==> src/rtl/ea_pkg.sv <==
package ea_pkg;

    localparam int MODE_W = 4;

    typedef enum logic [MODE_W-1:0] {
        MD_REG_IND   = 4'd0,
        MD_POST_INC  = 4'd1,
        MD_PRE_DEC   = 4'd2,
        MD_INDEXED   = 4'd3,
        MD_BASE_IDX  = 4'd4,
        MD_PC_REL    = 4'd5,
        MD_BASE_REL  = 4'd6,
        MD_DIRECT    = 4'd7,
        MD_MEM_IND   = 4'd8
    } mode_e;

    typedef enum logic [2:0] {
        OPA_ZERO,
        OPA_PTR,
        OPA_BASE,
        OPA_INDEX,
        OPA_PC
    } opa_sel_e;

    typedef enum logic [2:0] {
        OPB_ZERO,
        OPB_DISP,
        OPB_INDEX,
        OPB_STEP_UP,
        OPB_STEP_DOWN
    } opb_sel_e;

    typedef enum logic [1:0] {
        EA_SUM,
        EA_OPA,
        EA_ZERO
    } ea_sel_e;

    typedef struct packed {
        opa_sel_e opa;
        opb_sel_e opb;
        ea_sel_e  ea_sel;
        logic     wb_en;
        logic     indirect;
        logic     err;
    } ea_ctl_t;

endpackage

==> src/rtl/ea_disp_ext.sv <==
module ea_disp_ext #(
    parameter int AW     = 16,
    parameter int SHORTW = 8
) (
    input  logic [AW-1:0] field_i,
    input  logic          short_i,
    output logic [AW-1:0] disp_o
);
    localparam int PADW = AW - SHORTW;

    logic [AW-1:0] short_ext;

    generate
        if (PADW > 0) begin : g_pad
            assign short_ext = {{PADW{field_i[SHORTW-1]}}, field_i[SHORTW-1:0]};
        end else begin : g_nopad
            assign short_ext = field_i;
        end
    endgenerate

    assign disp_o = short_i ? short_ext : field_i;

endmodule

==> src/rtl/ea_mode_decode.sv <==
module ea_mode_decode
    import ea_pkg::*;
(
    input  logic [MODE_W-1:0] mode_i,
    output ea_ctl_t           ctl_o
);
    always_comb begin
        ctl_o = '{opa: OPA_ZERO, opb: OPB_ZERO, ea_sel: EA_ZERO,
                  wb_en: 1'b0, indirect: 1'b0, err: 1'b0};
        unique case (mode_i)
            MD_REG_IND: begin
                ctl_o.opa    = OPA_PTR;
                ctl_o.ea_sel = EA_OPA;
            end
            MD_POST_INC: begin
                ctl_o.opa    = OPA_PTR;
                ctl_o.opb    = OPB_STEP_UP;
                ctl_o.ea_sel = EA_OPA;
                ctl_o.wb_en  = 1'b1;
            end
            MD_PRE_DEC: begin
                ctl_o.opa    = OPA_PTR;
                ctl_o.opb    = OPB_STEP_DOWN;
                ctl_o.ea_sel = EA_SUM;
                ctl_o.wb_en  = 1'b1;
            end
            MD_INDEXED: begin
                ctl_o.opa    = OPA_INDEX;
                ctl_o.opb    = OPB_DISP;
                ctl_o.ea_sel = EA_SUM;
            end
            MD_BASE_IDX: begin
                ctl_o.opa    = OPA_BASE;
                ctl_o.opb    = OPB_INDEX;
                ctl_o.ea_sel = EA_SUM;
            end
            MD_PC_REL: begin
                ctl_o.opa    = OPA_PC;
                ctl_o.opb    = OPB_DISP;
                ctl_o.ea_sel = EA_SUM;
            end
            MD_BASE_REL: begin
                ctl_o.opa    = OPA_BASE;
                ctl_o.opb    = OPB_DISP;
                ctl_o.ea_sel = EA_SUM;
            end
            MD_DIRECT: begin
                ctl_o.opb    = OPB_DISP;
                ctl_o.ea_sel = EA_SUM;
            end
            MD_MEM_IND: begin
                ctl_o.opb      = OPB_DISP;
                ctl_o.ea_sel   = EA_SUM;
                ctl_o.indirect = 1'b1;
            end
            default: begin
                ctl_o.err = 1'b1;
            end
        endcase
    end

endmodule

==> src/rtl/ea_addr_path.sv <==
module ea_addr_path
    import ea_pkg::*;
#(
    parameter int AW  = 16,
    parameter int SZW = 4
) (
    input  opa_sel_e       opa_sel_i,
    input  opb_sel_e       opb_sel_i,
    input  logic [AW-1:0]  ptr_i,
    input  logic [AW-1:0]  base_i,
    input  logic [AW-1:0]  index_i,
    input  logic [AW-1:0]  pc_i,
    input  logic [AW-1:0]  disp_i,
    input  logic [SZW-1:0] step_i,
    output logic [AW-1:0]  opa_o,
    output logic [AW-1:0]  sum_o
);
    logic [AW-1:0] step_ext;
    logic [AW-1:0] opb;

    assign step_ext = AW'(step_i);

    always_comb begin
        unique case (opa_sel_i)
            OPA_PTR:   opa_o = ptr_i;
            OPA_BASE:  opa_o = base_i;
            OPA_INDEX: opa_o = index_i;
            OPA_PC:    opa_o = pc_i;
            default:   opa_o = '0;
        endcase
    end

    always_comb begin
        unique case (opb_sel_i)
            OPB_DISP:      opb = disp_i;
            OPB_INDEX:     opb = index_i;
            OPB_STEP_UP:   opb = step_ext;
            OPB_STEP_DOWN: opb = (~step_ext) + AW'(1);
            default:       opb = '0;
        endcase
    end

    // Single adder; the carry out is dropped so results wrap modulo 2^AW.
    assign sum_o = opa_o + opb;

endmodule

==> src/rtl/eag_unit.sv <==
module eag_unit
    import ea_pkg::*;
#(
    parameter int AW     = 16,
    parameter int SHORTW = 8,
    parameter int SZW    = 4
) (
    input  logic              clk,
    input  logic              rst_n,
    input  logic [MODE_W-1:0] mode_i,
    input  logic              short_disp_i,
    input  logic [AW-1:0]     addr_field_i,
    input  logic [AW-1:0]     reg_val_i,
    input  logic [AW-1:0]     base_val_i,
    input  logic [AW-1:0]     index_val_i,
    input  logic [AW-1:0]     pc_val_i,
    input  logic [SZW-1:0]    elem_size_i,
    output logic [AW-1:0]     ea_o,
    output logic              indirect_o,
    output logic              wb_en_o,
    output logic [AW-1:0]     wb_val_o,
    output logic              mode_err_o
);
    ea_ctl_t       ctl;
    logic [AW-1:0] disp;
    logic [AW-1:0] opa;
    logic [AW-1:0] sum;
    logic [AW-1:0] ea_next;
    logic [AW-1:0] wb_next;
    logic          seen_q;

    ea_mode_decode u_decode (
        .mode_i (mode_i),
        .ctl_o  (ctl)
    );

    ea_disp_ext #(.AW(AW), .SHORTW(SHORTW)) u_disp (
        .field_i (addr_field_i),
        .short_i (short_disp_i),
        .disp_o  (disp)
    );

    ea_addr_path #(.AW(AW), .SZW(SZW)) u_path (
        .opa_sel_i (ctl.opa),
        .opb_sel_i (ctl.opb),
        .ptr_i     (reg_val_i),
        .base_i    (base_val_i),
        .index_i   (index_val_i),
        .pc_i      (pc_val_i),
        .disp_i    (disp),
        .step_i    (elem_size_i),
        .opa_o     (opa),
        .sum_o     (sum)
    );

    always_comb begin
        unique case (ctl.ea_sel)
            EA_SUM:  ea_next = sum;
            EA_OPA:  ea_next = opa;
            default: ea_next = '0;
        endcase
        wb_next = ctl.wb_en ? sum : '0;
    end

    always_ff @(posedge clk or negedge rst_n) begin
        if (!rst_n) begin
            ea_o       <= '0;
            indirect_o <= 1'b0;
            wb_en_o    <= 1'b0;
            wb_val_o   <= '0;
            mode_err_o <= 1'b0;
            seen_q     <= 1'b0;
        end else begin
            ea_o       <= ea_next;
            indirect_o <= ctl.indirect;
            wb_en_o    <= ctl.wb_en;
            wb_val_o   <= wb_next;
            mode_err_o <= ctl.err;
            seen_q     <= 1'b1;
        end
    end

    AST_ERR_ZERO_OUT: assert property (@(posedge clk) disable iff (!rst_n)
        mode_err_o |-> (ea_o == '0 && !wb_en_o && !indirect_o));
    AST_WB_NOT_WITH_IND: assert property (@(posedge clk) disable iff (!rst_n)
        wb_en_o |-> (!mode_err_o && !indirect_o));
    AST_IND_ONLY_MEMIND: assert property (@(posedge clk) disable iff (!rst_n)
        (seen_q && indirect_o) |-> ($past(mode_i) == MD_MEM_IND));
    AST_POSTINC_EA_PTR: assert property (@(posedge clk) disable iff (!rst_n)
        (seen_q && $past(mode_i) == MD_POST_INC) |-> (ea_o == $past(reg_val_i) && wb_en_o));
    AST_PREDEC_EA_EQ_WB: assert property (@(posedge clk) disable iff (!rst_n)
        (seen_q && $past(mode_i) == MD_PRE_DEC) |-> (ea_o == wb_val_o && wb_en_o));
    AST_REGIND_EA_PTR: assert property (@(posedge clk) disable iff (!rst_n)
        (seen_q && $past(mode_i) == MD_REG_IND) |-> (ea_o == $past(reg_val_i) && !wb_en_o));

endmodule

==> config.mk <==
export PLATFORM = sky130hd
export DESIGN_NAME = eag_unit
export DESIGN_NICKNAME = d
export VERILOG_FILES = /design/src/rtl/ea_pkg.sv /design/src/rtl/ea_disp_ext.sv /design/src/rtl/ea_mode_decode.sv /design/src/rtl/ea_addr_path.sv /design/src/rtl/eag_unit.sv
export SDC_FILE = /design/constraint.sdc
export NUM_CORES = 1
export LEC_CHECK = 0
export BUFFER_PORTS_ARGS = -buffer_cell sky130_fd_sc_hd__buf_2
export CAP_MARGIN = 5
export CORE_MARGIN = 8
export CORE_UTILIZATION = 46
export CTS_CLUSTER_DIAMETER = 120
export CTS_CLUSTER_SIZE = 28
export DETAILED_ROUTE_END_ITERATION = 10
export GPL_ROUTABILITY_DRIVEN = 0
export GPL_TIMING_DRIVEN = 0
export PLACE_DENSITY = 0.74
export RECOVER_POWER = 25
export SLEW_MARGIN = 10
export SYNTH_ARGS = -nofsm -noshare
export SYNTH_HDL_FRONTEND = slang
export SYNTH_HIERARCHICAL = 1
export SYNTH_SLANG_ARGS = --single-unit
==> constraint.sdc <==
create_clock -name clk -period 1.2 [get_ports clk]
set_clock_uncertainty 0.15 [all_clocks]
set_input_delay 0.18 -clock clk [delete_from_list [all_inputs] [get_ports clk]]
set_output_delay 0.18 -clock clk [all_outputs]
set_load 0.01 [all_outputs]
=== Word-level counts from Yosys, hierarchy flattened ===
Cells that the tools add are included.

* Input port bits: 91
* Output and inout bits: 35
* Register bits: 35
* Word-level logic and storage cells: 45

* Reductions and logical operators: 9
* Eq/ne operators: 17
* Muxes and demuxes: 11
* Bitwise gates (word level): 1
* $add $sub $neg: 2

{| class="wikitable"
|+ Operator list
! cell !! number
|-
| $pmux W16 S4 || 2
|-
| $mux W16 || 2
|-
| $pmux W16 S2 || 1
|-
| $pmux W3 S4 || 2
|-
| $add A16 B1 Y16 const B || 1
|-
| $add A16 B16 Y16 || 1
|-
| $eq A4 B3 Y1 const B || 4
|-
| $not A4 Y16 || 1
|-
| $eq A3 B2 Y1 const B || 4
|-
| $reduce_or A9 Y1 || 1
|-
| $eq A4 B2 Y1 const B || 2
|-
| $reduce_or A7 Y1 || 1
|-
| $eq A3 B1 Y1 const B || 2
|-
| $eq A3 B3 Y1 const B || 2
|-
| $reduce_or A2 Y1 || 3
|-
| $reduce_or A5 Y1 || 1
|-
| $eq A4 B1 Y1 const B || 1
|-
| $eq A4 B4 Y1 const B || 1
|-
| $logic_not A4 Y1 || 1
|-
| $pmux W2 S2 || 1
|-
| $mux W1 || 3
|-
| $reduce_or A3 Y1 || 1
|-
| $eq A2 B1 Y1 const B || 1
|-
| $logic_not A2 Y1 || 1
|}

=== Logic depth before layout (Yosys ltp) ===
Gate-level depths: netlist of the first run.

* Depth after elaboration: 7
* Mapped depth: 18
* Gate-level depth less buffers: 16

=== By module ===
Netlist of the first run, hierarchy kept.

{| class="wikitable"
|+ By module, submodules not included
! module !! cells an instance !! instances !! area each (um^2) !! sequential area each (um^2)
|-
| ea_addr_path || 224 || 1 || 1619.1 || 0.0
|-
| eag_unit || 88 || 1 || 1239.9 || 875.8
|-
| ea_disp_ext || 17 || 1 || 191.4 || 0.0
|-
| ea_mode_decode || 22 || 1 || 157.7 || 0.0
|}

=== Worst setup path before layout of the first run ===
OpenSTA, ideal clock, no wires.

* Path type: input -> register
* Start: input mode_i[0]
* End: register ea_o[12]
* Buffers on the path: 1
* Arrival time: 3.255 ns
* Stages on the path: 14
* Path slack: -2.326 ns
* Library setup time: 0.121 ns
* Required time: 0.929 ns
* Path through: buf_4 > nor4b_1 > nor2b_1 > nor2b_1 > nand2_1 > o21ai_0 > ha_1 > a21o_1 > a21o_1 > o21a_1 > or4_1 > o211a_1 > mux2i_1 > nor2_1

{| class="wikitable"
|+ RTL lines
! element !! line !! source
|-
| start: declaration || eag_unit.sv:10 || <nowiki>input logic [MODE_W-1:0] mode_i,</nowiki>
|-
| end signal: assignment || eag_unit.sv:74 || <nowiki>ea_o <= ea_next;</nowiki>
|-
| end: declaration || eag_unit.sv:18 || <nowiki>output logic [AW-1:0] ea_o,</nowiki>
|}

==> metrics.md, run 1 <==
| Metric | Value |
|---|---|
| Run status | `finished, violations left` |
| Failing checks | `hold timing, setup timing` |
| Cell type contributing the most total cell area after synthesis | `sky130_fd_sc_hd__dfrtp_1` |
| Top-Level Pins | `126` |
| Share of final-layout standard cells stronger than drive strength 1 | `52.9%` |
| Vias per inst | `5.85` |
| Post-detailed-routing wire length | `11500 µm` |
| Number of maximum-capacitance constraint violations | `0` |
| Final critical delay including setup and external delays | `3.17 ns` |
| Wire length of the first global-routing pass | `17100 µm` |
| Net count after synthesis | `460` |
| Antenna Violating Nets Remaining | `0` |
| CTS Root Buffer Type | `sky130_fd_sc_hd__clkbuf_8` |
| CTS tree | `yes` |
| 1st-pass router iterations | `5` |
| Maximum VDD drop | `440 µV` |
| Final-layout worst hold slack | `-0.0217 ns` |
| Area share of and/or/nand/nor cells after synthesis | `15.3%` |
| Share of the clock period used by the worst path after layout | `264%` |
| Post-layout total power | `4.07 mW` |
| Area of the mapped netlist | `0.00321 mm²` |
| Total area of multi-input combinational cells | `0.00248 mm²` |
| Maximum buffer depth of the clock tree | `2` |
| H-Tree Level Count | `2` |
| Number of enable-type register cells in the synthesized netlist | `0` |
| Gate count of the mapped netlist | `351` |
| Xor and xnor area share after synthesis | `4.37%` |
| Clock slew at the register clock pins of the worst setup and hold paths | `0.07 ns` |
| Vias post-DR | `3464` |
| CP startpoint | `mode_i[2]` |
| Main combinational cell family by area after synthesis | `compound AO/OA/AOI/OAI gates` |
| Setup Crit Path Kind | `input pin to flip-flop` |
| Setup repair after global routing missed its margin | `true` |
| Number of diodes | `0` |
| Total setup violations reported at the end of the flow | `32` |
| Post-synth cell types | `54` |
| DIE HEIGHT | `99.5 µm` |
| Final WS setup | `-1.97 ns` |
| Multiplexer share of the synthesized area | `15.4%` |
| Sinks on Clock Net | `35` |
| Synthesis warning total | `6` |
| Largest fanout on the critical path | `8` |
| Post-synthesis sequential element count | `35` |
| Power per cell area | `838 mW/mm²` |
| Critical path data required time | `1.20 ns` |
| Proportion of register bits with asynchronous set or reset after synthesis | `100%` |
| Critical Path Source Type | `input pin` |
| Main area contributors after synthesis | `sky130_fd_sc_hd__dfrtp_1, sky130_fd_sc_hd__mux2i_1, sky130_fd_sc_hd__a22oi_1` |
| Highest clock rate | `0.316 GHz` |
| Cell types with the highest counts after synthesis | `sky130_fd_sc_hd__dfrtp_1, sky130_fd_sc_hd__mux2i_1, sky130_fd_sc_hd__a22oi_1, sky130_fd_sc_hd__nor2_1, sky130_fd_sc_hd__and2_1` |
| GRT Total Usage | `21.2%` |
| Core Rows | `30` |
| Kind of path behind the tightest hold check | `input pin to flip-flop` |
| FF+latch area | `876 µm²` |
| Portion of synthesized cell area occupied by the leading cell type | `27.3%` |
| Antenna violations before repair | `0` |
| Vias in the first global route | `3549` |
| Core footprint | `0.00676 mm²` |
| P&R area growth vs syn | `51.4%` |
| Worst-case setup slack after placement | `-2.63 ns` |
| Post-detailed-route wirelength per cell | `19.5 µm` |
| Count of buffers from port buffering | `114` |
| Cell with the most instances after synthesis | `sky130_fd_sc_hd__dfrtp_1` |
| Post-synthesis compound-gate area fraction | `23.0%` |
| NumNets Final | `620` |
| Arrival time of the worst setup path | `3.17 ns` |
| Number of max-slew violations in the final report | `0` |
| Top flip-flop cell by instance count after synthesis | `sky130_fd_sc_hd__dfrtp_1` |
| Fill cell instance count of the final layout | `469` |
| Post-synthesis adder-cell area fraction | `7.25%` |
| Final routed DRC violation total | `0` |
| Hold violation count in the final report | `1` |
| Die Span X | `99.5 µm` |
| Initial DRC Count | `277` |
| Sum of net half-perimeters after detailed placement | `7960 µm` |
| Number of buffers added to fix hold violations after cts | `1` |
| Post-route cell area | `0.00486 mm²` |
| Dpl cell area | `0.00401 mm²` |
| Lkg Pwr | `2.45 nW` |
| Post-synthesis area per instance | `9.14 µm²` |
| Transition at the pin with the smallest max-transition slack | `0.693 ns` |
| Endpoint class of the critical path | `flip-flop` |
| Initial Utilization | `47.5%` |
| Max_slew headroom | `53.2%` |
| Die Outline Area | `0.00990 mm²` |
| Largest net degree at the start of global routing | `36` |
| Sequential cell area fraction in the yosys report | `27.3%` |
| Hold path start | `mode_i[2]` |
| Global-route congestion overflow total | `0` |
| Clock buffer count from CTS | `5` |
[layer usage]
metal  vias to the layer above  track usage, %  part of all wire (%)
met5                         -               0                     0
met4                         0            7.92                   2.2
met3                        22            4.33                   6.7
met2                       188            34.9                    48
met1                      1653            26.7                    43
li1                       1601               -                     -
[layout make-up]
type / count / share of cell area (%)
multi-input cells: 275 / 51.1
clock buffers: 7 / 1.57
plain buffers: 31 / 6.64
flip-flops and latches: 35 / 18.0
repair buffers: 156 / 19.9
clock inverters: 1 / 0.103
well taps: 80 / 2.06
inverters: 7 / 0.541
[flip-flops by register name, summed over array words and instances (netlist names)]
signal / flops
ea_o: 16
wb_val_o: 16
indirect_o: 1
mode_err_o: 1
wb_en_o: 1
[path summary, 6_finish.rpt]
check                      slack [ns]                    to  depth (start not counted)
setup / recovery                -1.97    ea_o[14]$_DFF_PN0_                         18
hold / removal                  -0.02     wb_en_o$_DFF_PN0_                          2
max in group asynchronous        0.33    ea_o[13]$_DFF_PN0_                          2
min in group asynchronous        0.26  indirect_o$_DFF_PN0_                          2
[metrics by stage]
stage          cells  util, %  setup TNS (ns)
6_report         592     71.9          -51.34
5_1_grt          592     71.9          -52.85
4_1_cts          583     68.7          -46.48
3_5_place_dp     545     59.3          -67.57
3_3_place_gp     545     59.3          -66.04
2_1_floorplan    351        -          -50.07
[placed cells by master, fill, tap and decap left out, types with 13 or more instances in the layout]
master,Yosys,routed
sky130_fd_sc_hd__and2_1,18,16
sky130_fd_sc_hd__mux2i_1,34,34
sky130_fd_sc_hd__buf_4,10,42
sky130_fd_sc_hd__buf_2,6,114
sky130_fd_sc_hd__a22oi_1,29,21
sky130_fd_sc_hd__nor2_1,21,19
sky130_fd_sc_hd__dfrtp_1,35,35
sky130_fd_sc_hd__a21o_1,13,13
[where the power goes]
| part | switching, mW | internal (mW) |
|---|---|---|
| clock | 0.373 | 0.406 |
| sequential | 0.0240 | 1.29 |
| combinational | 1.02 | 0.959 |
[critical path, stage by stage]
cell and delay, ns:
sky130_fd_sc_hd__buf_12 0.11, sky130_fd_sc_hd__a21o_1 0.19, sky130_fd_sc_hd__mux2_4 0.29, sky130_fd_sc_hd__clkbuf_16 0.16
sky130_fd_sc_hd__nor2b_4 0.14, sky130_fd_sc_hd__buf_8 0.14, sky130_fd_sc_hd__a22oi_2 0.08, sky130_fd_sc_hd__o21ai_2 0.23
sky130_fd_sc_hd__ha_4 0.19, sky130_fd_sc_hd__inv_2 0.05, sky130_fd_sc_hd__fa_2 0.36, sky130_fd_sc_hd__nor2b_4 0.13
sky130_fd_sc_hd__o2111a_1 0.22, sky130_fd_sc_hd__o21a_2 0.19, sky130_fd_sc_hd__or2_0 0.12, sky130_fd_sc_hd__o211ai_1 0.11
sky130_fd_sc_hd__mux2i_1 0.19, sky130_fd_sc_hd__nor2_1 0.08
[cell families (layout without fill, tap and decap cells)]
group | count (synthesis) | count (layout)
adders and majority gates | 18 | 18
and+or+nand+nor | 89 | 89
xor gates and xnor gates | 16 | 16
muxes | 45 | 45
AOI/OAI and AO/OA | 107 | 107
DFF | 35 | 35
buffers and inverters | 41 | 202
[repair_timing]
| item | 4_1_cts | 5_1_grt |
|---|---|---|
| resized for setup | 62 | 33 |
| hold endpoints to repair | 35 | 1 |
| pin swaps | 33 | 18 |
| endpoints found under the setup margin | 32 | 67 |
| setup buffers | 31 | 7 |
| cloned | 1 | 2 |
Power figures use the tool's default switching activity.
==> inputs of run 2 (changes only) <==
--- a/config.mk
+++ b/config.mk
@@ -5,16 +5,19 @@
 export SDC_FILE = /design/constraint.sdc
 export NUM_CORES = 1
 export LEC_CHECK = 0
+export ABC_AREA = 1
 export BUFFER_PORTS_ARGS = -buffer_cell sky130_fd_sc_hd__buf_2
 export CAP_MARGIN = 5
+export CELL_PAD_IN_SITES_DETAIL_PLACEMENT = 1
+export CELL_PAD_IN_SITES_GLOBAL_PLACEMENT = 1
 export CORE_MARGIN = 8
-export CORE_UTILIZATION = 46
+export CORE_UTILIZATION = 37
 export CTS_CLUSTER_DIAMETER = 120
 export CTS_CLUSTER_SIZE = 28
 export DETAILED_ROUTE_END_ITERATION = 10
 export GPL_ROUTABILITY_DRIVEN = 0
 export GPL_TIMING_DRIVEN = 0
-export PLACE_DENSITY = 0.74
+export PLACE_DENSITY = 0.86
 export RECOVER_POWER = 25
 export SLEW_MARGIN = 10
 export SYNTH_ARGS = -nofsm -noshare
==> run 2 against run 1 <==
- global-route usage is 7.8 points higher
- the flow finishes with violations (setup timing)
- worst hold slack improved by 0.13 ns
- core utilization down 4.9 points
- power rose by 21%
- design area grew 21%
- critical endpoint is now ea_o[15]$_DFF_PN0_
- sequential cell count unchanged
- routed wire length is 110% higher
- clock power rose by 7.2%
- fmax up 3.5%
==> metrics.md, run 2 <==
| Metric | Value |
|---|---|
| Hold violation count in the final report | `0 (was 1)` |
| CP cell instances | `buf_8, inv_4, nor2_4, nand2_1, nor2_1, buf_4, inv_6, nand3_4, inv_4, buf_6, nand2_1, o2111ai_4, ha_4, nand2_1, nand2_2, a21oi_2, nand2_4, nand2_1, nand2_1, nand2_1, nand2_2, nand2_1, nand2_1 (was buf_12, a21o_1, mux2_4, clkbuf_16, nor2b_4, buf_8, a22oi_2, o21ai_2, ha_4, inv_2, fa_2, nor2b_4, o2111a_1, o21a_2, or2_0, o211ai_1, mux2i_1, nor2_1)` |
| Clock slew at the register clock pins of the worst setup and hold paths | `0.07 ns (about the same)` |
| Cell type contributing the most total cell area after synthesis | `sky130_fd_sc_hd__dfrtp_1 (unchanged)` |
| Post-synthesis sequential element count | `35 (unchanged)` |
| Main combinational cell family by area after synthesis | `simple AND/OR/NAND/NOR gates (was compound AO/OA/AOI/OAI gates)` |
| Sum of net half-perimeters after detailed placement | `10500 µm (was 7960 µm)` |
| Endpoint class of the critical path | `flip-flop (unchanged)` |
| Post-layout total power | `4.92 mW (was 4.07 mW)` |
| P&R area growth vs syn | `75.3% (was 51.4%)` |
| Arrival time of the worst setup path | `3.09 ns (was 3.17 ns)` |
| Die Outline Area | `0.0124 mm² (was 0.00990 mm²)` |
| Synthesis warning total | `6 (unchanged)` |
| Max_slew headroom | `66.6% (was 53.2%)` |
| DIE HEIGHT | `111 µm (was 99.5 µm)` |
| Sequential cell area fraction in the yosys report | `26.1% (was 27.3%)` |
| Largest fanout on the critical path | `5 (was 8)` |
| Net Switching | `2.14 mW (was 1.42 mW)` |
| Core Rows | `34 (was 30)` |
| Area of the mapped netlist | `0.00335 mm² (was 0.00321 mm²)` |
| Power per cell area | `838 mW/mm² (about the same)` |
| Failing checks | `setup timing (was hold timing, setup timing)` |
| Xor and xnor area share after synthesis | `2.09% (was 4.37%)` |
| Number of standard cells in the final layout excluding fillers | `820 (was 592)` |
| Multiplexer share of the synthesized area | `0% (was 15.4%)` |
| Share of final-layout standard cells stronger than drive strength 1 | `57.3% (was 52.9%)` |
| Die Span X | `111 µm (was 99.5 µm)` |
| Worst Hold End | `indirect_o$_DFF_PN0_ (was wb_en_o$_DFF_PN0_)` |
| Proportion of register bits with asynchronous set or reset after synthesis | `100% (unchanged)` |
| Initial DRC Count | `530 (was 277)` |
| Share of the clock period used by the worst path after layout | `255% (was 264%)` |
| Net count after synthesis | `628 (was 460)` |
| Portion of total power attributed to sequential cells | `26.6% (was 32.2%)` |
| Main area contributors after synthesis | `sky130_fd_sc_hd__dfrtp_1, sky130_fd_sc_hd__nand2_1, sky130_fd_sc_hd__inv_1 (was sky130_fd_sc_hd__dfrtp_1, sky130_fd_sc_hd__mux2i_1, sky130_fd_sc_hd__a22oi_1)` |
| Largest net degree at the start of global routing | `36 (unchanged)` |
| Total setup violations reported at the end of the flow | `32 (unchanged)` |
| Number of enable-type register cells in the synthesized netlist | `0 (unchanged)` |
| Highest clock rate | `0.327 GHz (was 0.316 GHz)` |
| Number of diodes | `0 (unchanged)` |
| Post-synthesis adder-cell area fraction | `6.95% (was 7.25%)` |
| Critical path data required time | `1.23 ns (was 1.20 ns)` |
| Transition at the pin with the smallest max-transition slack | `0.501 ns (was 0.693 ns)` |
| Critical Path Source Type | `input pin (unchanged)` |
| Fill cell instance count of the final layout | `1071 (was 469)` |
| Number of max-slew violations in the final report | `0 (unchanged)` |
| Internal power summed over all cells | `2.78 mW (was 2.65 mW)` |
| Top-Level Pins | `126 (unchanged)` |
| NumNets Final | `820 (was 620)` |
| Wire length of the first global-routing pass | `28900 µm (was 17100 µm)` |
| Most common cell after layout, fill and taps aside | `sky130_fd_sc_hd__nand2_1 (was sky130_fd_sc_hd__buf_2)` |
| Vias post-DR | `5120 (was 3464)` |
| Maximum buffer depth of the clock tree | `2 (unchanged)` |
| Count of buffers from port buffering | `118 (was 114)` |
| Post-detailed-route wirelength per cell | `29.0 µm (was 19.5 µm)` |
| Antenna Violating Nets Remaining | `0 (unchanged)` |
| Critical-path cell with the highest stage delay | `sky130_fd_sc_hd__ha_4 (was sky130_fd_sc_hd__fa_2)` |
| Combinational Power Share | `56.4% (was 48.7%)` |
| Global-route congestion overflow total | `0 (unchanged)` |
| Worst hold path stage count | `4 (was 2)` |
| Final routed DRC violation total | `0 (unchanged)` |
| Lkg Pwr | `3.21 nW (was 2.45 nW)` |
| Area share of and/or/nand/nor cells after synthesis | `37.8% (was 15.3%)` |
| Number of maximum-capacitance constraint violations | `0 (unchanged)` |
| Clock buffer count from CTS | `5 (unchanged)` |
| Maximum VDD drop | `605 µV (was 440 µV)` |
| Clk pwr share | `17.0% (was 19.1%)` |
| Top flip-flop cell by instance count after synthesis | `sky130_fd_sc_hd__dfrtp_1 (unchanged)` |
| Post-synthesis area per instance | `6.45 µm² (was 9.14 µm²)` |
| H-Tree Level Count | `2 (unchanged)` |
| Cell types with the highest counts after synthesis | `sky130_fd_sc_hd__nand2_1, sky130_fd_sc_hd__inv_1, sky130_fd_sc_hd__nand3_1, sky130_fd_sc_hd__dfrtp_1, sky130_fd_sc_hd__nor2_1 (was sky130_fd_sc_hd__dfrtp_1, sky130_fd_sc_hd__mux2i_1, sky130_fd_sc_hd__a22oi_1, sky130_fd_sc_hd__nor2_1, sky130_fd_sc_hd__and2_1)` |
| Sinks on Clock Net | `35 (unchanged)` |
| Core footprint | `0.00876 mm² (was 0.00676 mm²)` |
| Vias in the first global route | `5289 (was 3549)` |
| Gate count of the mapped netlist | `519 (was 351)` |
| Kind of path behind the tightest hold check | `input pin to flip-flop (unchanged)` |
| GRT Total Usage | `29.0% (was 21.2%)` |
| Post-detailed-routing wire length | `23800 µm (was 11500 µm)` |
| Setup Crit Path Kind | `input pin to flip-flop (unchanged)` |
| Post-synth cell types | `33 (was 54)` |
| CTS tree | `yes (unchanged)` |
| Switching part of the total | `43.5% (was 34.8%)` |
| Setup repair after global routing missed its margin | `true (unchanged)` |
| Number of placed instances, taps included | `745 (was 545)` |
| CP startpoint | `mode_i[2] (unchanged)` |
| Largest registers ranked by flip-flop count | `ea_o x16, wb_val_o x16 (unchanged)` |
| Run status | `finished, violations left (unchanged)` |
| Cell repeated most along the worst path | `sky130_fd_sc_hd__nand2_1 (was sky130_fd_sc_hd__nor2b_4)` |
| Worst stage delay on the critical path | `0.32 ns (was 0.36 ns)` |
| Hold path start | `mode_i[3] (was mode_i[2])` |
| CTS Root Buffer Type | `sky130_fd_sc_hd__clkbuf_8 (unchanged)` |
| Portion of synthesized cell area occupied by the leading cell type | `26.1% (was 27.3%)` |
| Vias per inst | `6.24 (was 5.85)` |
| Post-synthesis compound-gate area fraction | `12.2% (was 23.0%)` |
| Worst-case setup slack after placement | `-2.01 ns (was -2.63 ns)` |
| Final WS setup | `-1.86 ns (was -1.97 ns)` |
| 1st-pass router iterations | `5 (unchanged)` |
| Highest-count cells in the layout ignoring fill and taps | `sky130_fd_sc_hd__nand2_1, sky130_fd_sc_hd__buf_2, sky130_fd_sc_hd__buf_4 (was sky130_fd_sc_hd__buf_2, sky130_fd_sc_hd__buf_4, sky130_fd_sc_hd__dfrtp_1)` |
| Antenna violations before repair | `0 (unchanged)` |
| Final critical delay including setup and external delays | `3.06 ns (was 3.17 ns)` |
| Cell with the most instances after synthesis | `sky130_fd_sc_hd__nand2_1 (was sky130_fd_sc_hd__dfrtp_1)` |
| Initial Utilization | `38.2% (was 47.5%)` |
-- run 2: cell count changes in the layout (fill, tap and decap cells not counted), moves of 30 or more --
cell | before | now
sky130_fd_sc_hd__buf_4 | 42 | 72
sky130_fd_sc_hd__inv_1 | 3 | 61
sky130_fd_sc_hd__mux2i_1 | 34 | 0
sky130_fd_sc_hd__nand2_1 | 8 | 128
sky130_fd_sc_hd__nand2_2 | 1 | 51
sky130_fd_sc_hd__nand3_1 | 4 | 37
-- run 2: routing by layer --
| layer | GRT usage (%) | part of all wire [%] |
|---|---|---|
| met3 | 8.28 | 11 |
| met4 | 19.5 | 8.6 |
| met1 | 30.6 | 36 |
| met5 | 0 | 0 |
| met2 | 49.2 | 45 |
-- run 2: timing repair --
item                                   4_1_cts  5_1_grt
endpoints found under the hold margin       36        0
setup buffers                               47       18
setup endpoints to repair                   32       67
gates resized for setup                    143       97
hold buffers                                 2        0
cloned                                       2        0
pin swaps                                   62       65
-- run 2: worst max path at each step --
stage                             end  slack [ns]
3_5_place_dp   wb_val_o[15]$_DFF_PN0_       -2.01
3_3_place_gp       ea_o[14]$_DFF_PN0_       -1.92
5_1_grt            ea_o[15]$_DFF_PN0_       -1.89
4_1_cts            ea_o[14]$_DFF_PN0_       -1.39
2_1_floorplan      ea_o[14]$_DFF_PN0_       -1.32
6_report           ea_o[15]$_DFF_PN0_       -1.86
-- run 2: cell families after synthesis --
logic type | after synthesis
buf+inv | 113
flops | 35
fa+ha+maj | 18
compound gates | 50
simple gates | 295
xor+xnor | 8
-- run 2: worst max-delay path: cells and delay by family --
family          cells  cell delay (ns)
simple gates       14             1.57
compound gates      2             0.41
buf+inv             6             0.59
fa+ha+maj           1             0.32
-- run 2: metrics by stage --
stage / hold WS, ns / instance area [µm²] / setup TNS (ns) / utilization (%)
floorplan: -0.266 / 3460 / -36.60 / -
global placement: 0.113 / 4180 / -53.62 / 47.7
detailed placement: 0.138 / 4180 / -57.07 / 47.7
finish: 0.112 / 5870 / -48.64 / 67.0
CTS: 0.107 / 5370 / -37.09 / 61.3
global route: 0.109 / 5870 / -49.60 / 67.0
-- run 2: power by group through the flow --
stage          Sequential, mW  Clock (mW)  Combinational [mW]
5_1_grt                  1.32       0.896                2.85
4_1_cts                  1.31       0.821                2.05
6_report                 1.31       0.835                2.78
3_5_place_dp             1.33           0                1.49
2_1_floorplan            1.39           0               0.865
3_3_place_gp             1.32           0                1.44
-- run 2: final cells by class --
| cell class | instances | area, µm² | area share (%) |
|---|---|---|---|
| repair buffers | 185 | 1170 | 20.0 |
| plain buffers | 22 | 200 | 3.41 |
| clock inverters | 1 | 5.00 | 0.0852 |
| inverters | 91 | 369 | 6.29 |
| well taps | 108 | 135 | 2.30 |
| clock buffers | 7 | 76.3 | 1.30 |
| flip-flops and latches | 35 | 876 | 14.9 |
| multi-input cells | 371 | 3040 | 51.7 |
==> inputs of run 3 (changes only) <==
--- a/config.mk
+++ b/config.mk
@@ -10,6 +10,7 @@
 export CAP_MARGIN = 5
 export CELL_PAD_IN_SITES_DETAIL_PLACEMENT = 1
 export CELL_PAD_IN_SITES_GLOBAL_PLACEMENT = 1
+export CORE_ASPECT_RATIO = 1.2
 export CORE_MARGIN = 8
 export CORE_UTILIZATION = 37
 export CTS_CLUSTER_DIAMETER = 120
==> run 3 against run 2 <==
- the flow still finishes with violations (setup timing)
- fmax is 3.2% higher
- non-clock buffer count grew 1
- setup slack improved by 0.094 ns
- count of clock-buffer cells in the layout down 1
- design area down 0.30%
- first-iteration DRC count down 34%
- die area up 0.10%
- clock power rose by 19%
- final cell count is 1.6% higher
- critical path type unchanged
- largest cell class unchanged
==> metrics.md, run 3 (synthesis gave the netlist of run 2 again) <==
| Metric | Value |
|---|---|
| Post-layout total power | `4.99 mW (was 4.92 mW)` |
| Sum of net half-perimeters after detailed placement | `10200 µm (was 10500 µm)` |
| Largest fanout on the critical path | `5 (unchanged)` |
| Global-route congestion overflow total | `0 (unchanged)` |
| Wire length of the first global-routing pass | `24100 µm (was 28900 µm)` |
| CP cell instances | `buf_12, nor2_4, nand3_2, nand2_4, buf_6, nand3_4, inv_2, o21ai_1, o211ai_1, ha_2, inv_2, fa_2, nor2_4, nor2_4, o21ai_4, nand2_2, nand2_1, nand2_1, nand2_2, nand2_1, nand2_1 (was buf_8, inv_4, nor2_4, nand2_1, nor2_1, buf_4, inv_6, nand3_4, inv_4, buf_6, nand2_1, o2111ai_4, ha_4, nand2_1, nand2_2, a21oi_2, nand2_4, nand2_1, nand2_1, nand2_1, nand2_2, nand2_1, nand2_1)` |
| Core footprint | `0.00894 mm² (was 0.00876 mm²)` |
| Post-detailed-route wirelength per cell | `27.0 µm (was 29.0 µm)` |
| Vias in the first global route | `4801 (was 5289)` |
| Number of max-slew violations in the final report | `0 (unchanged)` |
| GRT Total Usage | `24.9% (was 29.0%)` |
| Cell repeated most along the worst path | `sky130_fd_sc_hd__nand2_1 (unchanged)` |
| Hold violation count in the final report | `0 (unchanged)` |
| Highest clock rate | `0.337 GHz (was 0.327 GHz)` |
| Transition at the pin with the smallest max-transition slack | `0.448 ns (was 0.501 ns)` |
| Initial Utilization | `37.5% (was 38.2%)` |
| Highest-count cells in the layout ignoring fill and taps | `sky130_fd_sc_hd__nand2_1, sky130_fd_sc_hd__buf_2, sky130_fd_sc_hd__buf_4 (unchanged)` |
| Worst stage delay on the critical path | `0.39 ns (was 0.32 ns)` |
| Setup Crit Path Kind | `input pin to flip-flop (unchanged)` |
| Final cell utilization of the core | `65.5% (was 67.0%)` |
| DIE HEIGHT | `120 µm (was 111 µm)` |
| Final-layout worst hold slack | `0.0169 ns (was 0.112 ns)` |
| Maximum VDD drop | `618 µV (was 605 µV)` |
| CTS tree | `yes (unchanged)` |
| H-Tree Level Count | `2 (unchanged)` |
| Number of standard cells in the final layout excluding fillers | `833 (was 820)` |
| Kind of path behind the tightest hold check | `input pin to flip-flop (unchanged)` |
| Final WS setup | `-1.77 ns (was -1.86 ns)` |
| Critical Path Source Type | `input pin (unchanged)` |
| Die Span X | `103 µm (was 111 µm)` |
| Critical path data required time | `1.27 ns (was 1.23 ns)` |
| Total setup violations reported at the end of the flow | `32 (unchanged)` |
| Final critical delay including setup and external delays | `2.97 ns (was 3.06 ns)` |
| Share of the clock period used by the worst path after layout | `247% (was 255%)` |
| Sinks on Clock Net | `35 (unchanged)` |
| Antenna Violating Nets Remaining | `0 (unchanged)` |
| Setup repair after global routing missed its margin | `true (unchanged)` |
| Endpoint class of the critical path | `flip-flop (unchanged)` |
| Die Outline Area | `0.0124 mm² (about the same)` |
| Core Rows | `38 (was 34)` |
| 1st-pass router iterations | `5 (unchanged)` |
| Share of final-layout standard cells stronger than drive strength 1 | `55.6% (was 57.3%)` |
| Arrival time of the worst setup path | `3.03 ns (was 3.09 ns)` |
| NumNets Final | `821 (was 820)` |
| Lkg Pwr | `3.19 nW (was 3.21 nW)` |
| Run status | `finished, violations left (unchanged)` |
| Clock slew at the register clock pins of the worst setup and hold paths | `0.06 ns (was 0.07 ns)` |
| Antenna violations before repair | `1 (was 0)` |
| Maximum buffer depth of the clock tree | `2 (unchanged)` |
| Vias post-DR | `5047 (was 5120)` |
| Power per cell area | `853 mW/mm² (was 838 mW/mm²)` |
| Vias per inst | `6.06 (was 6.24)` |
| Clock buffer count from CTS | `5 (unchanged)` |
| CTS Root Buffer Type | `sky130_fd_sc_hd__clkbuf_8 (unchanged)` |
| Largest registers ranked by flip-flop count | `ea_o x16, wb_val_o x16 (unchanged)` |
| Initial DRC Count | `349 (was 530)` |
| Failing checks | `setup timing (unchanged)` |
| Count of buffers from port buffering | `118 (unchanged)` |
| Number of maximum-capacitance constraint violations | `0 (unchanged)` |
| P&R area growth vs syn | `74.8% (was 75.3%)` |
| Max_slew headroom | `70.2% (was 66.6%)` |
| Top-Level Pins | `126 (unchanged)` |
| Post-detailed-routing wire length | `22500 µm (was 23800 µm)` |
| Final routed DRC violation total | `0 (unchanged)` |
| Critical-path cell with the highest stage delay | `sky130_fd_sc_hd__fa_2 (was sky130_fd_sc_hd__ha_4)` |
| Number of placed instances, taps included | `757 (was 745)` |
| Largest net degree at the start of global routing | `36 (unchanged)` |
| Most common cell after layout, fill and taps aside | `sky130_fd_sc_hd__nand2_1 (unchanged)` |
run 3: cell types whose count changed in the layout (fill, tap and decap cells not counted), sizes merged:
cell,before,now
clkinv,1,0
dlygate4sd3,2,1
bufinv,0,1
buf,203,204
diode,0,1
run 3: layout make-up:
cell class | instances | area [µm²]
diodes | 1 | 2.50
inverters | 91 | 374
clock inverters | 1 | 30.0
flip-flops and latches | 35 | 876
plain buffers | 22 | 204
repair buffers | 186 | 1220
multi-input cells | 371 | 2920
clock buffers | 6 | 72.6
fillers | 1122 | 3080
well taps | 120 | 150
run 3: through the flow:
stage | setup slack, ns | cell area (µm²) | TNS (ns)
finish | -1.77 | 5850 | -46.85
global route | -1.81 | 5850 | -48.30
CTS | -1.38 | 5060 | -37.56
detailed placement | -2.05 | 4200 | -57.33
global placement | -1.89 | 4200 | -53.15
floorplan | -1.32 | 3460 | -36.60
run 3: power breakdown:
group | internal, mW | switching, mW
clock | 0.608 | 0.382
sequential | 1.28 | 0.0242
combinational | 1.09 | 1.61
run 3: worst paths after layout:
kind	end	slack, ns	start	depth (start not counted)
max	ea_o[14]$_DFF_PN0_	-1.77	mode_i[3]	21
min	mode_err_o$_DFF_PN0_	0.02	mode_i[3]	3
max in group asynchronous	ea_o[7]$_DFF_PN0_	0.31	rst_n	2
min in group asynchronous	wb_val_o[2]$_DFF_PN0_	0.27	rst_n	2
run 3: worst max-delay path: cells and delay by family:
family | cells | cell delay (ns)
fa+ha+maj | 2 | 0.63
compound gates | 3 | 0.47
simple gates | 12 | 1.37
buf+inv | 4 | 0.36
run 3: routing by layer:
metal  vias to the layer above  GRT usage, %  routed length [µm]
met1                      2393          27.8                7690
li1                       2032             -                   -
met3                       178          4.72                2120
met2                       444          42.1               10700
met4                         0          15.8                1900
met5                         -             0                   0
run 3: what timing repair did:
action	4_1_cts	5_1_grt
resized for setup	88	149
setup endpoints to repair	32	67
setup buffers	37	30
pin swaps	43	77
gates cloned	0	1
hold buffers	1	0
endpoints found under the hold margin	35	0
